## config.mk

```make
export PLATFORM = sky130hd
export DESIGN_NAME = bri_link_slave
export DESIGN_NICKNAME = d
export VERILOG_FILES = /design/src/rtl/bri_pkg.sv /design/src/rtl/bri_frame_counter.sv /design/src/rtl/bri_tx_mux.sv /design/src/rtl/bri_rx_router.sv /design/src/rtl/bri_link_slave.sv
export SDC_FILE = /design/constraint.sdc
export NUM_CORES = 1
export LEC_CHECK = 0
export CAP_MARGIN = 20
export CORE_MARGIN = 5
export CORE_UTILIZATION = 27
export CTS_BUF_LIST = sky130_fd_sc_hd__clkbuf_16
export DETAILED_ROUTE_END_ITERATION = 10
export PLACE_DENSITY = 0.48
export RECOVER_POWER = 100
export SLEW_MARGIN = 20
export SYNTH_ARGS = -nofsm -noshare
export SYNTH_HDL_FRONTEND = slang
export SYNTH_HIERARCHICAL = 1
export SYNTH_SLANG_ARGS = --single-unit
```

## constraint.sdc

```tcl
create_clock -name clk -period 3.6 [get_ports clk]
set_clock_uncertainty 0.2 [all_clocks]
set_input_delay 0.72 -clock clk [delete_from_list [all_inputs] [get_ports clk]]
set_output_delay 0.72 -clock clk [all_outputs]
set_load 0.02 [all_outputs]
```

## src/rtl/bri_pkg.sv

```systemverilog
package bri_pkg;
  localparam int B_BITS     = 8;
  localparam int NCH        = 5;
  localparam int FRAME_BITS = 2 * B_BITS + 4;
  localparam int POS_W      = $clog2(FRAME_BITS);
  localparam int MASK_W     = 2 * B_BITS;

  typedef enum logic [2:0] {
    CH_B1 = 3'd0,
    CH_B2 = 3'd1,
    CH_D  = 3'd2,
    CH_A  = 3'd3,
    CH_M  = 3'd4
  } ch_e;

  // Channel that owns a frame position.
  function automatic ch_e slot_owner(input logic [POS_W-1:0] pos);
    int p;
    p = int'(pos);
    if (p < B_BITS)                 return CH_B1;
    else if (p == B_BITS)           return CH_D;
    else if (p == B_BITS + 1)       return CH_A;
    else if (p < 2 * B_BITS + 2)    return CH_B2;
    else if (p == 2 * B_BITS + 2)   return CH_D;
    else                            return CH_M;
  endfunction

  // Whether a frame position takes part, given the bearer mask.
  function automatic logic slot_enabled(input logic [POS_W-1:0] pos,
                                        input logic [MASK_W-1:0] mask);
    int p;
    p = int'(pos);
    if (p < B_BITS)
      return mask[p];
    else if (p >= B_BITS + 2 && p < 2 * B_BITS + 2)
      return mask[p - 2];
    else
      return 1'b1;
  endfunction

  function automatic logic [NCH-1:0] ch_onehot(input ch_e c);
    return NCH'(1) << c;
  endfunction
endpackage

```

## src/rtl/bri_frame_counter.sv

```systemverilog
module bri_frame_counter
  import bri_pkg::*;
(
  input  logic             clk,
  input  logic             rst,
  input  logic             fsync,
  output logic [POS_W-1:0] pos,
  output logic             live,
  output logic [POS_W-1:0] nxt_pos,
  output logic             nxt_live,
  output logic             early_sync,
  output logic             frame_err
);
  localparam logic [POS_W-1:0] LAST = POS_W'(FRAME_BITS - 1);

  always_comb begin
    early_sync = fsync && live && (pos != LAST);
    if (fsync) begin
      nxt_live = 1'b1;
      nxt_pos  = '0;
    end else if (live && pos != LAST) begin
      nxt_live = 1'b1;
      nxt_pos  = pos + 1'b1;
    end else begin
      nxt_live = 1'b0;
      nxt_pos  = '0;
    end
  end

  always_ff @(posedge clk or posedge rst) begin
    if (rst) begin
      pos       <= '0;
      live      <= 1'b0;
      frame_err <= 1'b0;
    end else begin
      pos  <= nxt_pos;
      live <= nxt_live;
      if (early_sync) frame_err <= 1'b1;
    end
  end

  p_pos_range_r1: assert property (@(posedge clk) disable iff (rst)
    live |-> (pos <= LAST));
  p_sync_restart_r1: assert property (@(posedge clk) disable iff (rst)
    fsync |=> (live && pos == '0));
  p_advance_r1: assert property (@(posedge clk) disable iff (rst)
    (live && !fsync && pos != LAST) |=> (live && pos == $past(pos) + 1'b1));
  p_err_sticky_r7: assert property (@(posedge clk) disable iff (rst)
    frame_err |=> frame_err);
  p_err_set_r7: assert property (@(posedge clk) disable iff (rst)
    early_sync |=> frame_err);
endmodule

```

## src/rtl/bri_tx_mux.sv

```systemverilog
module bri_tx_mux
  import bri_pkg::*;
(
  input  logic              clk,
  input  logic              rst,
  input  logic [POS_W-1:0]  nxt_pos,
  input  logic              nxt_live,
  input  logic [MASK_W-1:0] b_mask,
  input  logic [NCH-1:0]    tx_ch,
  output logic              txd,
  output logic              txd_en,
  output logic [NCH-1:0]    tx_take
);
  logic go;
  ch_e  own;

  always_comb begin
    own = slot_owner(nxt_pos);
    go  = nxt_live && slot_enabled(nxt_pos, b_mask);
  end

  always_ff @(posedge clk or posedge rst) begin
    if (rst) begin
      txd     <= 1'b0;
      txd_en  <= 1'b0;
      tx_take <= '0;
    end else begin
      txd_en  <= go;
      txd     <= go ? tx_ch[own] : 1'b0;
      tx_take <= go ? ch_onehot(own) : '0;
    end
  end

  p_take_onehot_r9: assert property (@(posedge clk) disable iff (rst)
    $onehot0(tx_take));
  p_quiet_when_off_r4: assert property (@(posedge clk) disable iff (rst)
    !txd_en |-> (txd == 1'b0 && tx_take == '0));
endmodule

```

## src/rtl/bri_rx_router.sv

```systemverilog
module bri_rx_router
  import bri_pkg::*;
(
  input  logic              clk,
  input  logic              rst,
  input  logic [POS_W-1:0]  pos,
  input  logic              live,
  input  logic [MASK_W-1:0] b_mask,
  input  logic              rxd,
  output logic              rx_bit,
  output logic [NCH-1:0]    rx_stb
);
  logic hit;
  ch_e  own;

  always_comb begin
    own = slot_owner(pos);
    hit = live && slot_enabled(pos, b_mask);
  end

  always_ff @(negedge clk or posedge rst) begin
    if (rst) begin
      rx_bit <= 1'b0;
      rx_stb <= '0;
    end else begin
      rx_bit <= hit ? rxd : 1'b0;
      rx_stb <= hit ? ch_onehot(own) : '0;
    end
  end

  p_rx_onehot_r5: assert property (@(negedge clk) disable iff (rst)
    $onehot0(rx_stb));
  p_rx_quiet_r5: assert property (@(negedge clk) disable iff (rst)
    (rx_stb == '0) |-> (rx_bit == 1'b0));
endmodule

```

## src/rtl/bri_link_slave.sv

```systemverilog
module bri_link_slave
  import bri_pkg::*;
(
  input  logic              clk,
  input  logic              rst,
  input  logic              fsync,
  input  logic              rxd,
  input  logic [MASK_W-1:0] b_mask,
  input  logic [NCH-1:0]    tx_ch,
  output logic              txd,
  output logic              txd_en,
  output logic [NCH-1:0]    tx_take,
  output logic              rx_bit,
  output logic [NCH-1:0]    rx_stb,
  output logic              frame_err
);
  logic [POS_W-1:0] pos;
  logic [POS_W-1:0] nxt_pos;
  logic             live;
  logic             nxt_live;
  logic             early_sync;

  bri_frame_counter u_cnt (
    .clk(clk), .rst(rst), .fsync(fsync),
    .pos(pos), .live(live), .nxt_pos(nxt_pos), .nxt_live(nxt_live),
    .early_sync(early_sync), .frame_err(frame_err)
  );

  bri_tx_mux u_tx (
    .clk(clk), .rst(rst), .nxt_pos(nxt_pos), .nxt_live(nxt_live),
    .b_mask(b_mask), .tx_ch(tx_ch),
    .txd(txd), .txd_en(txd_en), .tx_take(tx_take)
  );

  bri_rx_router u_rx (
    .clk(clk), .rst(rst), .pos(pos), .live(live), .b_mask(b_mask),
    .rxd(rxd), .rx_bit(rx_bit), .rx_stb(rx_stb)
  );

  p_tx_needs_live_r4: assert property (@(posedge clk) disable iff (rst)
    txd_en |-> live);
  p_take_tracks_en_r9: assert property (@(posedge clk) disable iff (rst)
    txd_en |-> $onehot(tx_take));
endmodule

```

==> results.md <==
- The worst max-slew margin expressed relative to the limit is 0.7113.
- Once detail routing completed, the nets flagged for antenna violations numbered 0.
- Row generation in the floorplan step produced 26 rows.
- The clock insertion delay at the later pin of the skew report is 250 ps.
- The worst-case register-to-register setup slack is -70 ps.
- The cell leakage power is 0.9254 nW.
- The worst setup path category is reg2reg.
- The final hold violation count is 0.
- STA classifies the critical path endpoint as a flop.
- STA puts the critical path data arrival time at 1780 ps.
- The nature of the critical path startpoint is a flop.
- Routability-driven placement finished with a final weighted congestion of 0.7828.
- The number of endpoints failing setup at the final stage is 4.
- Once detailed placement completed, the half-perimeter wirelength came to 3033 µm.
- Setup repair after global routing could not meet its margin everywhere.
- The first routing iteration left 44 violations.
- The quantity of hold-fixing buffers added after cts is 0.
- Summing every instance area after synthesis gives 1436 µm².
- For this run, the leading register cell type out of synthesis is sky130_fd_sc_hd__dfrtp_1.
- The slew of the pin with the lowest slew margin is 433.0 ps.
- The reg-to-reg critical path endpoint is u_rx/rx_stb[3].
- The checks that failed: setup timing.
- Global routing finished with a remaining overflow of 0.
- In the synthesized netlist, the number of instances is 130.
- The utilization of the core after routing is 0.4150.
- The die width is 82.94 µm.
- The first-pass GRT wire length is 6817 µm.
- The final hold slack is 252.3 ps.
- In the final layout, the share of cells above drive strength 1 is 0.4010.
- Max-cap violations in this run came to 0.
- The largest net degree at the start of global routing is 13.
- TritonCTS built the clock tree.
- The combined global-route utilization of all metal layers is 0.1191.
- The maximum fanout encountered on the critical timing path is 7.
- Dividing the detail-routed via count by the number of cells gives 4.733.
- In this run the power density over the cells is 370.4 nW/µm².
- The via count of the first global-routing pass came to 1388.
- The length of the first detailed-routing pass in iterations is 4.
- In this run the standard cell core region covers 5140 µm².
- The worst-case reg-to-reg path depth is 5.
- The total CTS buffers is 3.
- The repair_antennas step left the layout with diodes totalling 0.
- The capturing element of the worst setup path is u_rx/rx_stb[3].
- The deepest level of the CTS H-tree is 1.
- For this run, design rule violations remaining after detail routing come to 0.
- Detailed routing inserted a total of 1240 vias.
- The number of synthesized register bits is 20.
- Relative to the synthesized area, the layout overhead comes to 48.52%.
- The worst hold path belongs to the class reg2reg.
- The number of clock sinks is 20.
- The number of warnings issued by yosys is 6.
- The root buffer cell is sky130_fd_sc_hd__clkbuf_16.
- The worst IR drop on VDD is 0.0001418 V.
- In this run, synthesis inferred 0 flip-flops with an integrated enable.
- The deepest clock path buffer count is 2.
- The origin of the worst setup path is u_cnt/pos[0].
- At the worst endpoint, the required time is 1720 ps.
- The mean routed wirelength per cell is 14.53 µm.
- The clock input transition at the sequential cells of the worst setup and hold paths is 60 ps.
- Dividing the synthesized area by the synthesized cell count gives 11.05 µm².
- The total wirelength of the detailed-routed design is 3808 µm.
- The worst-case setup margin in the final layout is -66.49 ps.
- The sequential element share of the synthesized area is 0.3484.
- The die outline height is 82.94 µm.
- The count of buffers added on input and output ports is 38.
- The run finished, with violations left.
- The area of the die is 6878 µm².
- During I/O placement, the number of pins put on the boundary was 39.
- Fill cells in the final layout number 546.
- The number of antenna violations at the first check in global routing was 0.
- The number of max-slew violations in the final report is 0.
- The synthesized netlist net count is 160.
- For this run, the post-layout net count is 223.
- The sequential cell area in the final layout is 501.7 µm².
- The footprint of the multi-input gates is 924.6 µm².
- The number of different library cells used by synthesis comes to 40.
- The share of flip-flops with an asynchronous set or reset is 1.000.
- The worst register-to-register path begins at u_cnt/pos[0].
- The starting utilization of the core area is 0.2795.
[per-stage QoR]
stage          instance area [µm²]  instances  total power, mW  worst slack (ps)  TNS (ps)
4_1_cts                       2125        262           0.7920            -73.20    -176.9
3_5_place_dp                  2058        257           0.4764            -751.3     -3930
5_1_grt                       2133        262           0.8267            -144.4     -1045
3_3_place_gp                  2058        257           0.4733            -698.7     -3690
6_report                      2133        262           0.7902            -66.49    -221.0
2_1_floorplan                 1454        130           0.3826            -123.9    -472.9
[synth_stat cells (all sizes together) (2+ instances only)]
cell type  instances  area (µm²)
inv               13       48.80
nand3b             2       15.01
ha                 5       62.56
xnor2              2       17.52
dfrtp             14       350.3
nand3              2       10.01
nand2b             4       25.02
mux2               3       33.78
a21oi              7       35.03
mux2i              5       50.05
nor3               5       25.02
o22ai              2       12.51
nand2              5       18.77
xor2               3       26.28
nor2              15       56.30
buf                5       37.53
dfrtn              6       150.1
mux4              11       277.8
nor3b              2       15.01
o21ai              2       13.76
[layout make-up]
cell class,instances,area share
sequential,20,0.2352
clock inverter,1,0.01408
multi-input combinational,92,0.4334
timing repair buffer,63,0.2182
tap,70,0.04106
clock buffer,3,0.03519
inverter,13,0.02287
[layout by cell type, fill, tap and decap left out, types with 3 or more instances in the layout]
cell type                         count
sky130_fd_sc_hd__nor2_1              14
sky130_fd_sc_hd__inv_2                3
sky130_fd_sc_hd__buf_4               23
sky130_fd_sc_hd__ha_1                 3
sky130_fd_sc_hd__mux2i_1              4
sky130_fd_sc_hd__dlygate4sd3_1        9
sky130_fd_sc_hd__clkbuf_2             6
sky130_fd_sc_hd__clkdlybuf4s50_1      7
sky130_fd_sc_hd__nor3_1               5
sky130_fd_sc_hd__clkbuf_16            3
sky130_fd_sc_hd__dfrtn_1              6
sky130_fd_sc_hd__buf_2               13
sky130_fd_sc_hd__inv_1               10
sky130_fd_sc_hd__nand2_1              5
sky130_fd_sc_hd__nand2b_1             4
sky130_fd_sc_hd__dfrtp_1             13
sky130_fd_sc_hd__mux4_2               8
sky130_fd_sc_hd__mux4_1               3
sky130_fd_sc_hd__a21oi_1              6
[metal layers]
metal	track usage	routed length, µm
met1	0.1538	1717
met4	0.05349	78
met2	0.2026	1888
met5	0	0
met3	0.008911	123
[worst min path at each step]
| stage | endpoint | cells after the start | startpoint |
|---|---|---|---|
| 2_1_floorplan | u_cnt/frame_err | 1 | rst |
| 3_3_place_gp | u_cnt/frame_err | 1 | u_cnt/frame_err |
| 3_5_place_dp | u_cnt/frame_err | 1 | u_cnt/frame_err |
| 4_1_cts | u_cnt/frame_err | 1 | u_cnt/frame_err |
| 5_1_grt | u_cnt/frame_err | 1 | u_cnt/frame_err |
| 6_report | u_cnt/frame_err | 1 | u_cnt/frame_err |
[kinds of logic (layout without fill, tap and decap cells)]
| family | Yosys count | in the layout | share of synthesized area |
|---|---|---|---|
| flops | 20 | 20 | 0.3484 |
| xor+xnor | 5 | 5 | 0.03049 |
| buf+inv | 18 | 80 | 0.06010 |
| simple gates | 43 | 43 | 0.1646 |
| fa+ha+maj | 5 | 5 | 0.04355 |
| mux | 19 | 19 | 0.2517 |
| compound gates | 20 | 20 | 0.1010 |
[report_power, final]
group / switching (mW) / internal, mW / total (mW) / leakage [nW]
sequential: 0.00532 / 0.237 / 0.242 / 0.256
clock: 0.0872 / 0.221 / 0.308 / 0.0511
combinational: 0.114 / 0.126 / 0.240 / 0.618
[timing repair]
item                                    in CTS  in global routing
buffers inserted                             1                  0
hold endpoints to repair                     0                  0
gates cloned                                 0                  0
gates resized for setup                     94                  8
endpoints found under the setup margin      11                 12
pin swaps                                    9                  8
[registers in the layout (all words and copies together) (netlist names)]
signal / flops
u_cnt/pos: 5
u_rx/rx_stb: 5
u_tx/tx_take: 5
u_cnt/frame_err: 1
u_cnt/live: 1
u_rx/rx_bit: 1
u_tx/txd: 1
u_tx/txd_en: 1
[critical path: stages (launching register included)]
cell	delay (ps)
sky130_fd_sc_hd__dfrtp_2	480
sky130_fd_sc_hd__buf_4	170
sky130_fd_sc_hd__buf_4	160
sky130_fd_sc_hd__a2111oi_4	300
sky130_fd_sc_hd__o32a_1	330
sky130_fd_sc_hd__a21oi_1	110
Power figures use the tool's default switching activity.
